==> src/rtl/fpx_pkg.sv <==
package fpx_pkg;
  typedef enum logic [2:0] {
    CLS_ZERO = 3'd0,
    CLS_NORM = 3'd1,
    CLS_SUB  = 3'd2,
    CLS_INF  = 3'd3,
    CLS_QNAN = 3'd4,
    CLS_SNAN = 3'd5
  } fp_cls_e;

  typedef enum logic [1:0] {
    OPK_ARITH    = 2'd0,
    OPK_TOINT    = 2'd1,
    OPK_FROMLONG = 2'd2,
    OPK_FROMWORD = 2'd3
  } op_kind_e;

  localparam int EXC_N = 5;
  localparam int EXC_I = 0;
  localparam int EXC_U = 1;
  localparam int EXC_O = 2;
  localparam int EXC_Z = 3;
  localparam int EXC_V = 4;

  localparam int CSR_W      = 32;
  localparam int RM_LSB     = 0;
  localparam int FLAG_LSB   = 2;
  localparam int EN_LSB     = 7;
  localparam int CAUSE_LSB  = 12;
  localparam int UNIMPL_BIT = 17;
  localparam int FS_BIT     = 24;

  localparam logic [CSR_W-1:0] CSR_MASK =
    (CSR_W'(3) << RM_LSB) |
    (CSR_W'((1 << EXC_N) - 1) << FLAG_LSB) |
    (CSR_W'((1 << EXC_N) - 1) << EN_LSB) |
    (CSR_W'((1 << EXC_N) - 1) << CAUSE_LSB) |
    (CSR_W'(1) << UNIMPL_BIT) |
    (CSR_W'(1) << FS_BIT);
endpackage

==> src/rtl/fpx_operand_screen.sv <==
module fpx_operand_screen
  import fpx_pkg::*;
#(
  parameter int LONG_W    = 64,
  parameter int LIMIT_EXP = 55
) (
  input  logic [1:0]        op_kind_i,
  input  logic [2:0]        a_cls_i,
  input  logic [2:0]        b_cls_i,
  input  logic              b_used_i,
  input  logic              range_hit_i,
  input  logic [LONG_W-1:0] long_src_i,
  output logic              unimpl_o,
  output logic              invalid_o
);
  localparam logic signed [LONG_W-1:0] HI_LIM = LONG_W'(1) << LIMIT_EXP;
  localparam logic signed [LONG_W-1:0] LO_LIM = -HI_LIM;

  op_kind_e kind;
  fp_cls_e  a_cls, b_cls;
  logic     a_bad, b_bad, a_q, b_q, long_out, a_special;

  assign kind  = op_kind_e'(op_kind_i);
  assign a_cls = fp_cls_e'(a_cls_i);
  assign b_cls = fp_cls_e'(b_cls_i);

  assign a_bad     = (a_cls == CLS_SUB) || (a_cls == CLS_SNAN);
  assign b_bad     = b_used_i && ((b_cls == CLS_SUB) || (b_cls == CLS_SNAN));
  assign a_q       = (a_cls == CLS_QNAN);
  assign b_q       = b_used_i && (b_cls == CLS_QNAN);
  assign a_special = (a_cls == CLS_SUB) || (a_cls == CLS_INF) ||
                     (a_cls == CLS_QNAN) || (a_cls == CLS_SNAN);
  assign long_out  = ($signed(long_src_i) >= HI_LIM) || ($signed(long_src_i) < LO_LIM);

  always_comb begin
    unimpl_o  = 1'b0;
    invalid_o = 1'b0;
    case (kind)
      OPK_ARITH: begin
        unimpl_o  = a_bad || b_bad;
        invalid_o = a_q || b_q;
      end
      OPK_TOINT:    unimpl_o = a_special || range_hit_i;
      OPK_FROMLONG: unimpl_o = long_out;
      default:      unimpl_o = 1'b0;
    endcase
  end
endmodule

==> src/rtl/fpx_result_screen.sv <==
module fpx_result_screen
  import fpx_pkg::*;
#(
  parameter int RES_W   = 64,
  parameter int SP_EXP  = 8,
  parameter int SP_MANT = 23,
  parameter int DP_EXP  = 11,
  parameter int DP_MANT = 52
) (
  input  logic [1:0]       op_kind_i,
  input  logic [EXC_N-1:0] raw_exc_i,
  input  logic             round_diff_i,
  input  logic [2:0]       res_cls_i,
  input  logic             res_sign_i,
  input  logic             res_dbl_i,
  input  logic             fs_i,
  input  logic             en_u_i,
  input  logic             en_i_i,
  input  logic [1:0]       rm_i,
  output logic             unimpl_o,
  output logic [EXC_N-1:0] cause_o,
  output logic             flush_req_o,
  output logic [RES_W-1:0] flush_val_o
);
  localparam logic [RES_W-1:0] SP_MIN  = RES_W'(1) << SP_MANT;
  localparam logic [RES_W-1:0] DP_MIN  = RES_W'(1) << DP_MANT;
  localparam logic [RES_W-1:0] SP_SIGN = RES_W'(1) << (SP_EXP + SP_MANT);
  localparam logic [RES_W-1:0] DP_SIGN = RES_W'(1) << (DP_EXP + DP_MANT);

  logic uf_ok, to_big;

  assign uf_ok = fs_i && !en_u_i && !en_i_i;

  always_comb begin
    unimpl_o    = 1'b0;
    cause_o     = '0;
    flush_req_o = 1'b0;
    if (op_kind_e'(op_kind_i) == OPK_TOINT) begin
      if (raw_exc_i[EXC_V]) unimpl_o = 1'b1;
      else if (round_diff_i) cause_o[EXC_I] = 1'b1;
    end else if (raw_exc_i[EXC_U] && !uf_ok) begin
      unimpl_o = 1'b1;
    end else begin
      cause_o = raw_exc_i;
      if (fp_cls_e'(res_cls_i) == CLS_SUB) begin
        if (!uf_ok) begin
          unimpl_o = 1'b1;
          cause_o  = '0;
        end else begin
          cause_o[EXC_U] = 1'b1;
          cause_o[EXC_I] = 1'b1;
          flush_req_o    = 1'b1;
        end
      end
    end
  end

  assign to_big = ((rm_i == 2'd2) && !res_sign_i) || ((rm_i == 2'd3) && res_sign_i);

  always_comb begin
    flush_val_o = '0;
    if (to_big) flush_val_o = res_dbl_i ? DP_MIN : SP_MIN;
    if (res_sign_i) flush_val_o = flush_val_o | (res_dbl_i ? DP_SIGN : SP_SIGN);
  end
endmodule

==> src/rtl/fpx_csr_file.sv <==
module fpx_csr_file
  import fpx_pkg::*;
(
  input  logic             clk,
  input  logic             rst,
  input  logic             start_i,
  input  logic             sw_we_i,
  input  logic [CSR_W-1:0] sw_wdata_i,
  input  logic [EXC_N-1:0] cause_i,
  input  logic             unimpl_i,
  output logic [CSR_W-1:0] csr_o
);
  logic [CSR_W-1:0] csr_q;

  always_ff @(posedge clk) begin
    if (rst) begin
      csr_q <= '0;
    end else if (sw_we_i) begin
      csr_q <= sw_wdata_i & CSR_MASK;
    end else if (start_i) begin
      csr_q[CAUSE_LSB +: EXC_N] <= cause_i;
      csr_q[UNIMPL_BIT]         <= unimpl_i;
      csr_q[FLAG_LSB +: EXC_N]  <= csr_q[FLAG_LSB +: EXC_N] | (cause_i & ~csr_q[EN_LSB +: EXC_N]);
    end
  end

  assign csr_o = csr_q;

  // flags never clear without a software write
  a_r10_flags_sticky: assert property (@(posedge clk) disable iff (rst)
    !$past(sw_we_i) |-> (($past(csr_q[FLAG_LSB +: EXC_N]) & ~csr_q[FLAG_LSB +: EXC_N]) == '0));

  // a flag only rises where its enable was clear
  a_r2_flag_needs_clear_enable: assert property (@(posedge clk) disable iff (rst)
    !$past(sw_we_i) |->
      ((csr_q[FLAG_LSB +: EXC_N] & ~$past(csr_q[FLAG_LSB +: EXC_N]) & $past(csr_q[EN_LSB +: EXC_N])) == '0));
endmodule

==> src/rtl/fpx_status_unit.sv <==
module fpx_status_unit
  import fpx_pkg::*;
#(
  parameter int RES_W     = 64,
  parameter int LONG_W    = 64,
  parameter int LIMIT_EXP = 55,
  parameter int SP_EXP    = 8,
  parameter int SP_MANT   = 23,
  parameter int DP_EXP    = 11,
  parameter int DP_MANT   = 52
) (
  input  logic              clk,
  input  logic              rst,
  input  logic              start_i,
  input  logic [1:0]        op_kind_i,
  input  logic [2:0]        a_cls_i,
  input  logic [2:0]        b_cls_i,
  input  logic              b_used_i,
  input  logic              range_hit_i,
  input  logic [LONG_W-1:0] long_src_i,
  input  logic [2:0]        res_cls_i,
  input  logic              res_sign_i,
  input  logic              res_dbl_i,
  input  logic [4:0]        raw_exc_i,
  input  logic              round_diff_i,
  input  logic              sw_we_i,
  input  logic [31:0]       sw_wdata_i,
  output logic [31:0]       csr_o,
  output logic              trap_o,
  output logic              dest_we_o,
  output logic              flush_o,
  output logic [RES_W-1:0]  flush_val_o
);
  logic             opd_unimpl, opd_invalid, res_unimpl, flush_req;
  logic [EXC_N-1:0] res_cause, cause_n, en;
  logic [RES_W-1:0] flush_val_n;
  logic             unimpl_n, trap_n;
  logic             trap_q, dest_q, flush_q;
  logic [RES_W-1:0] flush_val_q;

  assign en = csr_o[EN_LSB +: EXC_N];

  fpx_operand_screen #(.LONG_W(LONG_W), .LIMIT_EXP(LIMIT_EXP)) opd_i (
    .op_kind_i   (op_kind_i),
    .a_cls_i     (a_cls_i),
    .b_cls_i     (b_cls_i),
    .b_used_i    (b_used_i),
    .range_hit_i (range_hit_i),
    .long_src_i  (long_src_i),
    .unimpl_o    (opd_unimpl),
    .invalid_o   (opd_invalid)
  );

  fpx_result_screen #(.RES_W(RES_W), .SP_EXP(SP_EXP), .SP_MANT(SP_MANT),
                      .DP_EXP(DP_EXP), .DP_MANT(DP_MANT)) res_i (
    .op_kind_i    (op_kind_i),
    .raw_exc_i    (raw_exc_i),
    .round_diff_i (round_diff_i),
    .res_cls_i    (res_cls_i),
    .res_sign_i   (res_sign_i),
    .res_dbl_i    (res_dbl_i),
    .fs_i         (csr_o[FS_BIT]),
    .en_u_i       (en[EXC_U]),
    .en_i_i       (en[EXC_I]),
    .rm_i         (csr_o[RM_LSB +: 2]),
    .unimpl_o     (res_unimpl),
    .cause_o      (res_cause),
    .flush_req_o  (flush_req),
    .flush_val_o  (flush_val_n)
  );

  assign unimpl_n = opd_unimpl || res_unimpl;
  assign cause_n  = unimpl_n ? '0 : (res_cause | (EXC_N'(opd_invalid) << EXC_V));
  assign trap_n   = unimpl_n || ((cause_n & en) != '0);

  fpx_csr_file csr_i (
    .clk        (clk),
    .rst        (rst),
    .start_i    (start_i),
    .sw_we_i    (sw_we_i),
    .sw_wdata_i (sw_wdata_i),
    .cause_i    (cause_n),
    .unimpl_i   (unimpl_n),
    .csr_o      (csr_o)
  );

  always_ff @(posedge clk) begin
    if (rst) begin
      trap_q      <= 1'b0;
      dest_q      <= 1'b0;
      flush_q     <= 1'b0;
      flush_val_q <= '0;
    end else begin
      trap_q      <= start_i && trap_n;
      dest_q      <= start_i && !trap_n;
      flush_q     <= start_i && flush_req && !trap_n;
      flush_val_q <= (start_i && flush_req && !trap_n) ? flush_val_n : '0;
    end
  end

  assign trap_o      = trap_q;
  assign dest_we_o   = dest_q;
  assign flush_o     = flush_q;
  assign flush_val_o = flush_val_q;

  // an unimplemented cause recorded by hardware comes with a trap
  a_r3_unimpl_traps: assert property (@(posedge clk) disable iff (rst)
    ($past(start_i) && !$past(sw_we_i) && csr_o[UNIMPL_BIT]) |-> trap_o);

  // unimplemented stands alone in the cause field
  a_r7_unimpl_alone: assert property (@(posedge clk) disable iff (rst)
    ($past(start_i) && !$past(sw_we_i) && csr_o[UNIMPL_BIT]) |-> (csr_o[CAUSE_LSB +: EXC_N] == '0));

  // a trapping instruction never writes its destination
  a_r12_no_write_on_trap: assert property (@(posedge clk) disable iff (rst)
    trap_o |-> !dest_we_o);

  // trap lasts one cycle only when start was not held
  a_r3_trap_pulse: assert property (@(posedge clk) disable iff (rst)
    trap_o |-> $past(start_i));
endmodule

==> config.mk <==
export PLATFORM = sky130hd
export DESIGN_NAME = fpx_status_unit
export DESIGN_NICKNAME = d
export VERILOG_FILES = /design/src/rtl/fpx_pkg.sv /design/src/rtl/fpx_operand_screen.sv /design/src/rtl/fpx_result_screen.sv /design/src/rtl/fpx_csr_file.sv /design/src/rtl/fpx_status_unit.sv
export SDC_FILE = /design/constraint.sdc
export NUM_CORES = 1
export LEC_CHECK = 0
export CAP_MARGIN = 20
export CORE_AREA = 2 2 85 87
export CTS_CLUSTER_SIZE = 16
export DETAILED_ROUTE_END_ITERATION = 7
export DIE_AREA = 0 0 87 89
export GPL_ROUTABILITY_DRIVEN = 0
export PLACE_DENSITY = 0.83
export RECOVER_POWER = 100
export SLEW_MARGIN = 20
export SYNTH_ARGS = -nofsm -noshare
export SYNTH_HDL_FRONTEND = slang
export SYNTH_SLANG_ARGS = --single-unit
==> constraint.sdc <==
create_clock -name clk -period 3 [get_ports clk]
set_input_delay 0.45 -clock clk [delete_from_list [all_inputs] [get_ports clk]]
set_output_delay 0.45 -clock clk [all_outputs]
set_load 0.02 [all_outputs]
### Yosys cells after proc, flatten, opt, wreduce, memory -nomap -nowiden

Cells that the tools add are included.

| storage, ports and cells | value |
|---|---|
| word-level logic and storage cells | 87 |
| bits of input ports | 121 |
| flip-flop bits (word level) | 86 |

| operators by class | value |
|---|---|
| magnitude comparators | 2 |
| reduce and logical (&&, ||, !) cells | 32 |
| equal/unequal tests | 12 |
| bitwise gates (word level) | 7 |
| multiplexer cells | 28 |

Operator list:

| cell | count |
|---|---|
| 64-bit two-way mux | 3 |
| 64-bit by 57-bit >= comparator with 1-bit output (second input constant) | 1 |
| 64-bit by 56-bit less-than comparator with 1-bit output (second input constant) | 1 |
| 64-bit bitwise OR | 1 |
| 53-bit two-way mux | 1 |
| 5-bit two-way mux | 5 |
| 1-bit two-way mux | 13 |
| 3-bit by 2-bit equality test with 1-bit output (second input constant) | 4 |
| 3-bit equality test (second input constant) | 4 |
| 1-bit logical OR | 12 |
| 6-bit two-way mux | 2 |
| 1-bit logical AND | 11 |
| 5-bit AND | 2 |
| 5-bit bitwise OR | 2 |
| 2-bit equality test (second input constant) | 3 |
| 1-bit logical NOT | 5 |
| 5-bit inverter | 1 |
| 5-bit nonzero test | 1 |
| 4-bit two-way mux | 1 |
| 3-bit two-way mux | 1 |
| 1-bit one-hot mux with 3 select lines | 1 |
| 2-bit by 1-bit equality test with 1-bit output (second input constant) | 1 |
| 2-bit logical NOT | 1 |
| 2-bit two-way mux | 1 |
| 3 further kinds | 3 |

### Longest topological paths before layout

Gate-level depths: netlist (run 1).

| logic depth | value |
|---|---|
| depth in word-level cells | 16 |
| mapped depth | 7 |
| gate-level depth less buffers | 6 |

### Modules after synthesis

A second synthesis (run 1) with hierarchy kept.

| second synthesis, totals | value |
|---|---|
| cells, all modules | 362 |
| area total of the unflattened synthesis | 3633.5 µm² |

Modules (own cells, without submodules):

| module | area an instance (µm²) | seq. area each (µm²) | cells each | times used |
|---|---|---|---|---|
| fpx_status_unit | 1949.4 | 1341.3 | 161 | 1 |
| fpx_csr_file | 937.1 | 380.4 | 93 | 1 |
| fpx_result_screen | 609.3 | 0.0 | 85 | 1 |
| fpx_operand_screen | 137.6 | 0.0 | 23 | 1 |

### Worst setup path after synthesis (run 1)

No wires, ideal clock.

| timing path | value |
|---|---|
| kind | in2reg |
| start | input res_cls_i[0] |
| end | register flush_val_q[23], in the netlist flush_val_o[23] |
| path buffers | 0 |
| required time | 2908 ps |
| arrival | 1546 ps |
| path slack | 1362 ps |
| setup time | 92 ps |
| stages on the path | 6 |
| cell sequence | nor3b_4 > o21ai_4 > a32o_1 > nand2_1 > nand3_2 > nor4_1 |

| between the ends | value |
|---|---|
| cells in the longest elaborated chain, start to end | 13 |

Ends and longest elaborated chain:

| element | line | source |
|---|---|---|
| start, declared | fpx_status_unit.sv:21 | `input logic [2:0] res_cls_i,` |
| 3-bit by 2-bit equality test with 1-bit output * | fpx_result_screen.sv:45 | `if (fp_cls_e'(res_cls_i) == CLS_SUB) begin` |
| 5-bit two-way mux / 1-bit two-way mux (equally long branches) | fpx_result_screen.sv:45 |  |
| 5-bit two-way mux / 1-bit two-way mux (equally long branches) | fpx_result_screen.sv:41 | `end else if (raw_exc_i[EXC_U] && !uf_ok) begin` |
| 1-bit two-way mux / 4-bit two-way mux (equally long branches) | fpx_result_screen.sv:38 | `if (op_kind_e'(op_kind_i) == OPK_TOINT) begin` |
| 5-bit bitwise OR / 1-bit logical OR (equally long branches) | fpx_status_unit.sv:73, fpx_status_unit.sv:72 |  |
| 5-bit two-way mux | fpx_status_unit.sv:73 | `assign cause_n = unimpl_n ? '0 : (res_cause \| (EXC_N'(opd_invalid) << EXC_V));` |
| 5-bit AND | fpx_status_unit.sv:74 | `assign trap_n = unimpl_n \|\| ((cause_n & en) != '0);` |
| 5-bit nonzero test | fpx_status_unit.sv:74 |  |
| 1-bit logical OR | fpx_status_unit.sv:74 |  |
| 1-bit logical NOT | fpx_status_unit.sv:97 | `flush_val_q <= (start_i && flush_req && !trap_n) ? flush_val_n : '0;` |
| 1-bit logical AND * | fpx_status_unit.sv:97 |  |
| 1-bit inverter (no source line) * | - |  |
| 2-bit OR reduction (no source line) * | - |  |
| end signal, assigned | fpx_status_unit.sv:97 |  |
| end, declared | fpx_status_unit.sv:39 | `logic [RES_W-1:0] flush_val_q;` |

Every way passes the cells marked *; elsewhere a longest branch is shown, timed or not.
A chain may end at the register's enable or synchronous reset.

### Final worst setup path (run 1)

| timing path | value |
|---|---|
| start | input op_kind_i[0] |
| end | register flush_val_q[52], in the netlist flush_val_o[52] |

| between the ends | value |
|---|---|
| cells in the longest elaborated chain, start to end | 11 |

Ends and longest elaborated chain:

| element | line | source |
|---|---|---|
| start, declared | fpx_status_unit.sv:15 | `input logic [1:0] op_kind_i,` |
| 2-bit equality test, or another cell as far along | fpx_operand_screen.sv:38 | `case (kind)` |
| 1-bit one-hot mux with 3 select lines, or another cell as far along | fpx_operand_screen.sv:38 |  |
| 1-bit logical OR / 5-bit bitwise OR (equally long branches) | fpx_status_unit.sv:72, fpx_status_unit.sv:73 |  |
| 5-bit two-way mux | fpx_status_unit.sv:73 |  |
| 5-bit AND | fpx_status_unit.sv:74 |  |
| 5-bit nonzero test | fpx_status_unit.sv:74 |  |
| 1-bit logical OR | fpx_status_unit.sv:74 |  |
| 1-bit logical NOT | fpx_status_unit.sv:97 |  |
| 1-bit logical AND * | fpx_status_unit.sv:97 |  |
| 1-bit inverter (no source line) * | - |  |
| 2-bit OR reduction (no source line) * | - |  |

Marked as above.

==> metrics, run 1 <==
drt wl/cell=12.7 um; RSZ-0062 raised after global routing=no; CP Launch Type=primary input; final wirelength=4880 um; setup ws final=0.519 ns; largest cells by area after synthesis=buf_4 (30%), dfxtp_1 (28%), mux2i_1 (6.3%); total congestion overflow=0; initial antenna violation count=0; CP Capture Point=flush_val_o[52]; Fin Hold WS=0.505 ns; main flop type after synthesis=dfxtp_1; pre-CTS setup slack=0.373 ns; Max transition margin=56.5%; sequential fraction of the synthesis area=27.5%; Worst R2R End=flush_val_o[52]; area leader, netlist=buf_4; global-route wire length before repair=7200 um; Reg2Reg Depth=6; post-cts sizing count=0; TritonCTS Buffers=3; antenna diode count=0; Worst R2R Setup Slack=1.08 ns; DRT Pass-1 Iters=4; clock-pin slew on the worst setup and hold paths=0.09 ns; Post-CTS Repair Setup Buffers=0; DIE AREA=7740 um2; Async SR Flop Fraction=0%; DRC Markers=0; total vias in the final route=1624; H-Tree Depth=1; worst-case clock buffer depth=2; Die X=87 um; post-route design area=2520 um2; Yosys reg bits=26; Nets=425; CP Class=primary input to register; # rows=30; CTS tree=yes; Crit path largest cell delay=0.56 ns; # IOs=220; Post-DRT Antenna Nets=0; Area Growth Syn to Fin=33.2%; gr usage total=11.8%; Worst path slowest cell=dlygate4sd3_1; final setup fails=0; vias in the first global route=1472; leakage=1.12 nW; hold crit path type=register to register; Fin. Hold Viols=0; commonest non-fill, non-tap cell in the layout=conb_1; top cell type's share of synthesized area=30.2%; RR Startpoint=csr_i.csr_o[7]; clk sinks=26; commonest cells after routing, fill and taps aside=conb_1 (73), clkdlybuf4s50_1 (49), dlygate4sd3_1 (29), dfxtp_1 (26), nor2_1 (15); placed cell area=2480 um2; max-cap violations=0; critical-path cell list=dlygate4sd3_1 -> nor2b_1 -> o21ai_0 -> a221oi_1 -> nand3_1 -> nor4_1; Ys Warns=0; Post-synth EDFFs=0; synth unique cells=44; worst setup path startpoint=op_kind_i[0]; Max VDD drop=0.272 mV; crit path time final=2.48 ns; Syn Area/Cell=8.30 um2; Die Ht=89 um; synthesized area=1890 um2; Setup TNS=0 ns; CP arrival=2.66 ns; Worst-Skew Late Latency=0.27 ns; mean number of vias per cell=4.24; # port buffers=78; Post-DP HPWL=4040 um; Root Driver=clkbuf_8; Hold Crit Start=csr_i.csr_o[1]; First DRT Iteration DRCs=72; largest net degree at the start of global routing=27; core area=6720 um2; Setup crit end kind=register; clk_skew=0.00247 ns; period utilization=82.7%; status=finished clean; pins over their slew limit=0; CP required=3.18 ns; pwr dens=384 nW/um2; pin slew with the least headroom to its limit=0.651 ns; max frequency=403 MHz; Starting Density=28.2%; cells after synthesis=228; layout cells sized above 1=3.63%; Hold-fix buffers, CTS=0; Crit Path Max Fanout=9
## cell usage after synthesis (2+ instances only)
cell      number
o21ai_0        8
buf_1          3
nor4_1         4
nand2_1        4
nand3_2        2
dfxtp_1       26
o22ai_1        4
nor2_1        15
or3_1          2
a221oi_1       3
nand2b_1       2
nand3_1        5
buf_4         76
nor3_1         8
nand4_1        6
mux2i_1       12
a21oi_1        8
nor3b_1        4
inv_1          9
clkbuf_1       3
## metrics by stage
step                      power, mW  util (%)  instances
final                         0.968      37.5        383
after global routing           1.02      37.5        383
after CTS                     0.990      37.9        383
after detailed placement      0.694      36.9        379
after global placement        0.688      36.9        379
after floorplan               0.636         -        300
## flip-flops by register name, indices dropped and copies added, names as in the netlist
| name | cells |
|---|---|
| csr_i.csr_o | 19 |
| flush_val_o | 4 |
| flush_o | 1 |
| dest_we_o | 1 |
| trap_o | 1 |
## worst max-delay path: cells and delay by family
family                 cells  cell delay, ns
AOI/OAI and AO/OA          2            0.53
and+or+nand+nor            3            1.11
buffers and inverters      1            0.56
## layer usage
| layer | wire length [um] | vias to the layer above | track usage, % |
|---|---|---|---|
| met1 | 2120 | 750 | 14.4 |
| met2 | 2420 | 78 | 21.4 |
| li1 | - | 794 | - |
| met3 | 330 | 2 | 3.42 |
| met5 | 0 | - | 0 |
| met4 | 12 | 0 | 0.852 |
## worst min-delay path by stage
stage / end / slack, ns / cells past startpoint
after floorplan: csr_i.csr_o[24] / 0.48 / 2
after global placement: flush_val_o[52] / 0.48 / 2
after detailed placement: flush_val_o[23] / 0.50 / 2
after CTS: flush_val_o[23] / 0.51 / 2
after global routing: csr_i.csr_o[3] / 0.57 / 2
final: flush_val_o[23] / 0.51 / 2
## cells by family after synthesis
logic type / Yosys count / share of synthesized area [%]
buffers and inverters: 93 / 33.7
AND/OR/NAND/NOR: 61 / 19.2
AO/OA/AOI/OAI: 33 / 12.2
flip-flops: 26 / 27.5
multiplexers: 12 / 6.35
XOR/XNOR: 2 / 0.926
other: 1 / 0.198
## cell type report
cell class	instances	area, um2
flip-flops and latches	26	520
multi-input cells	181	983
fillers	709	4200
inverters	9	33.8
clock buffers	3	41.3
well taps	80	100
repair buffers	83	811
clock inverters	1	30.0
## power breakdown
group / switching, mW / internal, mW / leakage, nW
registers: 0.0120 / 0.363 / 0.214
clock network: 0.115 / 0.178 / 0.0357
logic: 0.181 / 0.119 / 0.875
total: 0.308 / 0.660 / 1.12
No activity file was read; power rests on OpenSTA's default activity.
==> run 2, diff against run 1 <==
- CORE_AREA: 2 2 85 87 -> unset
- CORE_MARGIN: unset -> 1.5
- CORE_UTILIZATION: unset -> 25
- DIE_AREA: 0 0 87 89 -> unset
- PLACE_DENSITY: 0.83 -> 0.79
- clock period: 3 -> 2.1 ns (I/O delays scaled with it)
==> run 2 against run 1 <==
Against the previous run:
- design area up 3.8%
- global-route usage about the same
- sequential share of layout area down 0.76 points
- worst setup slack worse by 0.31 ns
- first-iteration DRC count down 25%
- highest routed layer unchanged
- clock power up 12%
- routed wire length down 2.8%
==> metrics, run 2 (synthesis gave the netlist of run 1 again) <==
status=finished clean; Hold Crit Start=csr_i.csr_o[1]; switching power total=0.439 mW (+42%); Hold EP=flush_val_o[52]; final setup fails=0 (unchanged); CP arrival=2.06 ns (-0.60 ns); CP Launch Type=primary input; Die X=90.0 um (+3.4%); sequential share of power=40.7% (+2.0 points); Setup crit end kind=register; global-route wire length before repair=7790 um (+8.1%); period utilization=90.0%; pins over their slew limit=0 (unchanged); antenna diode count=0 (unchanged); TritonCTS Buffers=3 (unchanged); # rows=31 (+3.3%); Core Util, Final=35.9% (-1.6 points); # IOs=220 (unchanged); CP Class=primary input to register; Pint=0.873 mW (+32%); Worst-Skew Late Latency=0.27 ns (about the same); Nets=435 (+2.4%); RSZ-0062 raised after global routing=no; Worst R2R Setup Slack=0.25 ns (-0.83 ns); met3 Use GR=2.28% (-1.1 points); clk sinks=26 (unchanged); Post-DP HPWL=3930 um (-2.7%); GRT busiest layer=met2; DRC Markers=0 (unchanged); Starting Density=25.9% (-2.2 points); gr usage total=11.8% (-0.031 points); vias in the first global route=1578 (+7.2%); setup ws final=0.210 ns (-0.310 ns); pre-CTS setup slack=-0.0814 ns (-0.455 ns); worst-case clock buffer depth=2 (unchanged); clock power share=24.9% (-5.4 points); worst setup path startpoint=op_kind_i[0]; final wirelength=4750 um (-2.8%); max frequency=529 MHz; RR Startpoint=csr_i.csr_o[24]; pin slew with the least headroom to its limit=0.772 ns (+0.121 ns); max reg flops=19 (unchanged); clock-pin slew on the worst setup and hold paths=0.09 ns (about the same); Die Ht=90.0 um (+1.1%); commonest cells after routing, fill and taps aside=conb_1 (73), clkdlybuf4s50_1 (51), dlygate4sd3_1 (27), dfxtp_1 (26), nor2_1 (15); Area Growth Syn to Fin=38.3%; GRT met1 Usage=14.8% (+0.42 points); Post-CTS Repair Setup Buffers=0 (unchanged); Reg2Reg Depth=7 (+1); pwr dens=501 nW/um2 (+30%); total vias in the final route=1650 (+1.6%); Tot Pwr=1.31 mW (+35%); mean number of vias per cell=4.00 (-5.6%); crit path time final=1.89 ns; CP required=2.27 ns (-0.91 ns); Fin. Hold Viols=0 (unchanged); Max VDD drop=0.265 mV (-2.8%); CTS tree=yes; Crit Path Max Fanout=7 (-2); DRT Pass-1 Iters=3 (-1); layout cells sized above 1=7.67% (+4.0 points); # port buffers=78 (unchanged); Root Driver=clkbuf_8; max-cap violations=0 (unchanged); Max transition margin=48.6% (-7.9 points); hold crit path type=register to register; largest net degree at the start of global routing=33 (+22%); drt wl/cell=11.5 um (-9.6%); initial antenna violation count=0 (unchanged); Hold-fix buffers, CTS=0 (unchanged); met2 Use GR=19.8% (-1.5 points); Worst R2R End=flush_val_o[23]; Cells on Worst Hold Path=2 (unchanged); post-cts sizing count=0 (unchanged); clk_skew=0.00343 ns (+0.000963 ns); combinational group share of total power=34.4% (+3.4 points); DIE AREA=8100 um2 (+4.6%); commonest non-fill, non-tap cell in the layout=conb_1; total congestion overflow=0 (unchanged); Sw Ratio=33.4% (+1.6 points); leakage=1.17 nW (+4.4%); core area=7290 um2 (+8.5%); Post-DRT Antenna Nets=0 (unchanged); H-Tree Depth=1 (unchanged); First DRT Iteration DRCs=54 (-25%)
run 2: changes by cell type in the layout (fill, tap and decap cells not counted), sizes merged:
cell	change
buf	+8
bufinv	-1
clkbuf	+3
clkdlybuf4s50	+2
dlygate4sd3	-2
run 2: cell type report:
type                    instances  area (um2)
fillers                       752        4680
multi-input cells             181        1000
repair buffers                 93         883
flip-flops and latches         26         520
well taps                      99         124
clock buffers                   4        55.1
inverters                       9        33.8
run 2: power groups by stage:
stage	sequential [mW]	combinational, mW	clock, mW
after floorplan	0.571	0.338	0
after global placement	0.546	0.461	0
after detailed placement	0.547	0.466	0
after CTS	0.536	0.468	0.337
after global routing	0.539	0.487	0.361
final	0.534	0.451	0.327
run 2: worst max-delay path: stages:
cell	delay [ns]
clkdlybuf4s50_1	0.42
nor2b_1	0.18
clkbuf_1	0.16
nand2_1	0.08
o21ai_0	0.11
a221oi_2	0.26
nand3_2	0.18
nor4_1	0.34
run 2: metrics by stage:
stage | setup TNS, ns | instances | hold WS [ns] | cell area (um2)
floorplan | 0 | 300 | 0.393 | 2160
global placement | 0 | 408 | 0.483 | 2590
detailed placement | -0.0969 | 408 | 0.509 | 2590
CTS | 0 | 412 | 0.523 | 2640
global route | 0 | 412 | 0.557 | 2620
finish | 0 | 412 | 0.517 | 2620
run 2: worst max-delay path by stage:
stage / end / slack (ns)
floorplan: flush_val_o[23] / 0.56
global placement: flush_val_o[23] / 0.04
detailed placement: flush_val_o[23] / -0.08
CTS: flush_val_o[23] / 0.19
global route: flush_val_o[23] / 0.03
finish: flush_val_o[23] / 0.21
run 2: routing by layer:
layer	vias to the layer above	part of all wire, %
met5	-	0
met4	0	2.9
met3	14	5.6
met2	85	49
met1	740	43
li1	811	-
==> run 3, diff against run 2 <==
- ABC_AREA: unset -> 1
- PLACE_DENSITY: 0.79 -> 0.78
==> run 3 against run 2 <==
Against the previous run:
- worst hold slack got worse by 0.024 ns
- area after synthesis is 1.3% higher
- sequential share of layout area grew 0.50 points
- global-route usage fell by 0.67 points
- die area grew 1.3%
- routed wire length up 4.3%
- cell count rose by 10%
- register-to-register slack gained 0.20 ns
- count of clock-buffer cells in the layout shrank 1
- sequential power is 0.9% higher
- critical path type unchanged
==> metrics, run 3 <==
DRC Markers=0 (unchanged); Hold Crit Start=csr_i.csr_o[14]; area leader, netlist=buf_4; synthesized area=1920 um2 (+1.3%); Worst path slowest cell=clkdlybuf4s50_1; total congestion overflow=0 (unchanged); RR Startpoint=csr_i.csr_o[7]; vias in the first global route=1561 (-1.1%); Setup TNS=0 ns (unchanged); RSZ-0062 raised after global routing=no; Crit path largest cell delay=0.45 ns (+0.03 ns); Ys Warns=0 (unchanged); # IOs=220 (unchanged); Nets=477 (+9.7%); CP Class=primary input to register; final wirelength=4950 um (+4.3%); Hold EP=csr_i.csr_o[14]; synth unique cells=29 (-34%); commonest cells after routing, fill and taps aside=conb_1 (73), clkdlybuf4s50_1 (50), nand2_1 (39), nor2_1 (39), dlygate4sd3_1 (28); FF/Latch Area=520 um2 (unchanged); leakage=1.23 nW (+5.1%); Die X=90.6 um (+0.64%); Die Ht=90.6 um (+0.64%); Post-DP HPWL=4250 um (+8.1%); sequential fraction of the synthesis area=27.2% (-0.36 points); CP arrival=2.05 ns (about the same); Fin. Hold Viols=0 (unchanged); # rows=31 (unchanged); post-cts sizing count=0 (unchanged); Post-CTS Repair Setup Buffers=0 (unchanged); total vias in the final route=1774 (+7.5%); period utilization=87.7% (-2.3 points); core area=7330 um2 (+0.53%); Fill cells=776 (+3.2%); hold crit path type=register to register; critical-path cell list=clkdlybuf4s50_1 -> inv_1 -> nand3b_1 -> nand3_1 -> nand2_1 -> inv_1 -> o21ai_2 -> nand2_4 -> nor2_1 -> nand2_1 -> nor2_4 -> nand4_1 -> nor2_1; clk sinks=26 (unchanged); pwr dens=495 nW/um2 (-1.2%); max frequency=543 MHz (+2.7%); top-count cell post-synth=buf_4; DIE AREA=8200 um2 (+1.3%); Max VDD drop=0.196 mV (-26%); cells after synthesis=279 (+22%); DRT Pass-1 Iters=6 (+3); Area Growth Syn to Fin=33.2%; Fin Hold WS=0.493 ns (-0.0243 ns); Crit Path Max Fanout=6 (-1); Reg2Reg Depth=11 (+4); mean number of vias per cell=3.92 (-2.2%); Worst-Skew Late Latency=0.27 ns (about the same); layout cells sized above 1=4.52% (-3.1 points); CP Launch Type=primary input; TritonCTS Buffers=3 (unchanged); largest net degree at the start of global routing=14 (-58%); Cells on Worst Hold Path=2 (unchanged); initial antenna violation count=0 (unchanged); top cells by count, synth=buf_4 (76), nand2_1 (38), nor2_1 (38); global-route wire length before repair=7370 um (-5.4%); H-Tree Depth=1 (unchanged); top cell type's share of synthesized area=29.8% (-0.39 points); clk_skew=0.00833 ns (+0.00490 ns); Yosys reg bits=26 (unchanged); # port buffers=78 (unchanged); Post-synth EDFFs=0 (unchanged); max-cap violations=0 (unchanged); First DRT Iteration DRCs=92 (+70%); Root Driver=clkbuf_8; CTS tree=yes; Worst R2R Setup Slack=0.45 ns (+0.20 ns); status=finished clean; Syn Area/Cell=6.87 um2 (-17%); antenna diode count=0 (unchanged); largest cells by area after synthesis=buf_4 (30%), dfxtp_1 (27%), nand2_1 (7.4%); drt wl/cell=10.9 um (-5.2%); max reg flops=19 (unchanged); Hold-fix buffers, CTS=0 (unchanged); worst-case clock buffer depth=2 (unchanged); commonest non-fill, non-tap cell in the layout=conb_1; worst setup path startpoint=res_cls_i[2]; clock-pin slew on the worst setup and hold paths=0.09 ns (about the same); Worst R2R End=flush_val_o[23]; Starting Density=26.1% (+0.20 points); main flop type after synthesis=dfxtp_1; gr usage total=11.1% (-0.67 points); Post-DRT Antenna Nets=0 (unchanged); CP required=2.31 ns (+0.04 ns); crit path time final=1.84 ns (-0.0490 ns); final setup fails=0 (unchanged); Async SR Flop Fraction=0% (unchanged); multi-input gate area in the final layout=977 um2 (-2.3%); Setup crit end kind=register; pins over their slew limit=0 (unchanged)
run 3: worst max path at each step:
| stage | depth (start not counted) | slack, ns | endpoint |
|---|---|---|---|
| 2_1_floorplan | 11 | 0.75 | flush_val_o[23] |
| 3_5_place_dp | 12 | 0.06 | flush_val_o[23] |
| 3_3_place_gp | 15 | 0.10 | flush_val_o[63] |
| 5_1_grt | 13 | 0.14 | flush_val_o[23] |
| 4_1_cts | 12 | 0.34 | flush_val_o[52] |
| 6_report | 13 | 0.26 | flush_val_o[23] |
run 3: area by class of cell:
cell class	instances	area share, %
Sequential cell	26	20.4
Multi-Input combinational cell	220	38.3
Tap cell	99	4.85
Clock buffer	3	1.62
Inverter	24	3.53
Timing Repair Buffer	81	31.3
run 3: critical path: cells and delay by family:
| kind | cells | cell delay [ns] |
|---|---|---|
| AND/OR/NAND/NOR | 9 | 1.07 |
| buffers and inverters | 3 | 0.58 |
| AO/OA/AOI/OAI | 1 | 0.10 |
run 3: cells by family (layout without fill, tap and decap cells):
kind of cell | count (synthesis) | after routing | share of synthesized area [%]
other | 1 | 73 | 0.196
and+or+nand+nor | 103 | 103 | 24.4
buffers and inverters | 105 | 108 | 35.4
DFF | 26 | 26 | 27.2
AOI/OAI and AO/OA | 44 | 44 | 12.8
run 3: layer usage:
metal | track usage [%] | wire, um
met1 | 13.6 | 2140
met2 | 19.5 | 2390
met3 | 2.53 | 374
met4 | 2.38 | 38
met5 | 0 | 0
run 3: through the flow:
stage | power, mW | std cells | cell area (um2) | utilization, % | worst slack [ns]
6_report | 1.26 | 453 | 2550 | 34.8 | 0.259
5_1_grt | 1.33 | 453 | 2550 | 34.8 | 0.139
4_1_cts | 1.30 | 453 | 2570 | 35.0 | 0.341
3_5_place_dp | 1.01 | 450 | 2520 | 34.4 | 0.0558
3_3_place_gp | 1.01 | 450 | 2520 | 34.4 | 0.101
2_1_floorplan | 0.928 | 351 | 2190 | - | 0.754
run 3: power breakdown:
group | switching (mW) | leakage [nW] | total (mW) | internal, mW
Combinational | 0.280 | 0.998 | 0.449 | 0.168
Sequential | 0.0184 | 0.214 | 0.539 | 0.521
Clock | 0.148 | 0.0216 | 0.277 | 0.129
Total | 0.447 | 1.23 | 1.26 | 0.817
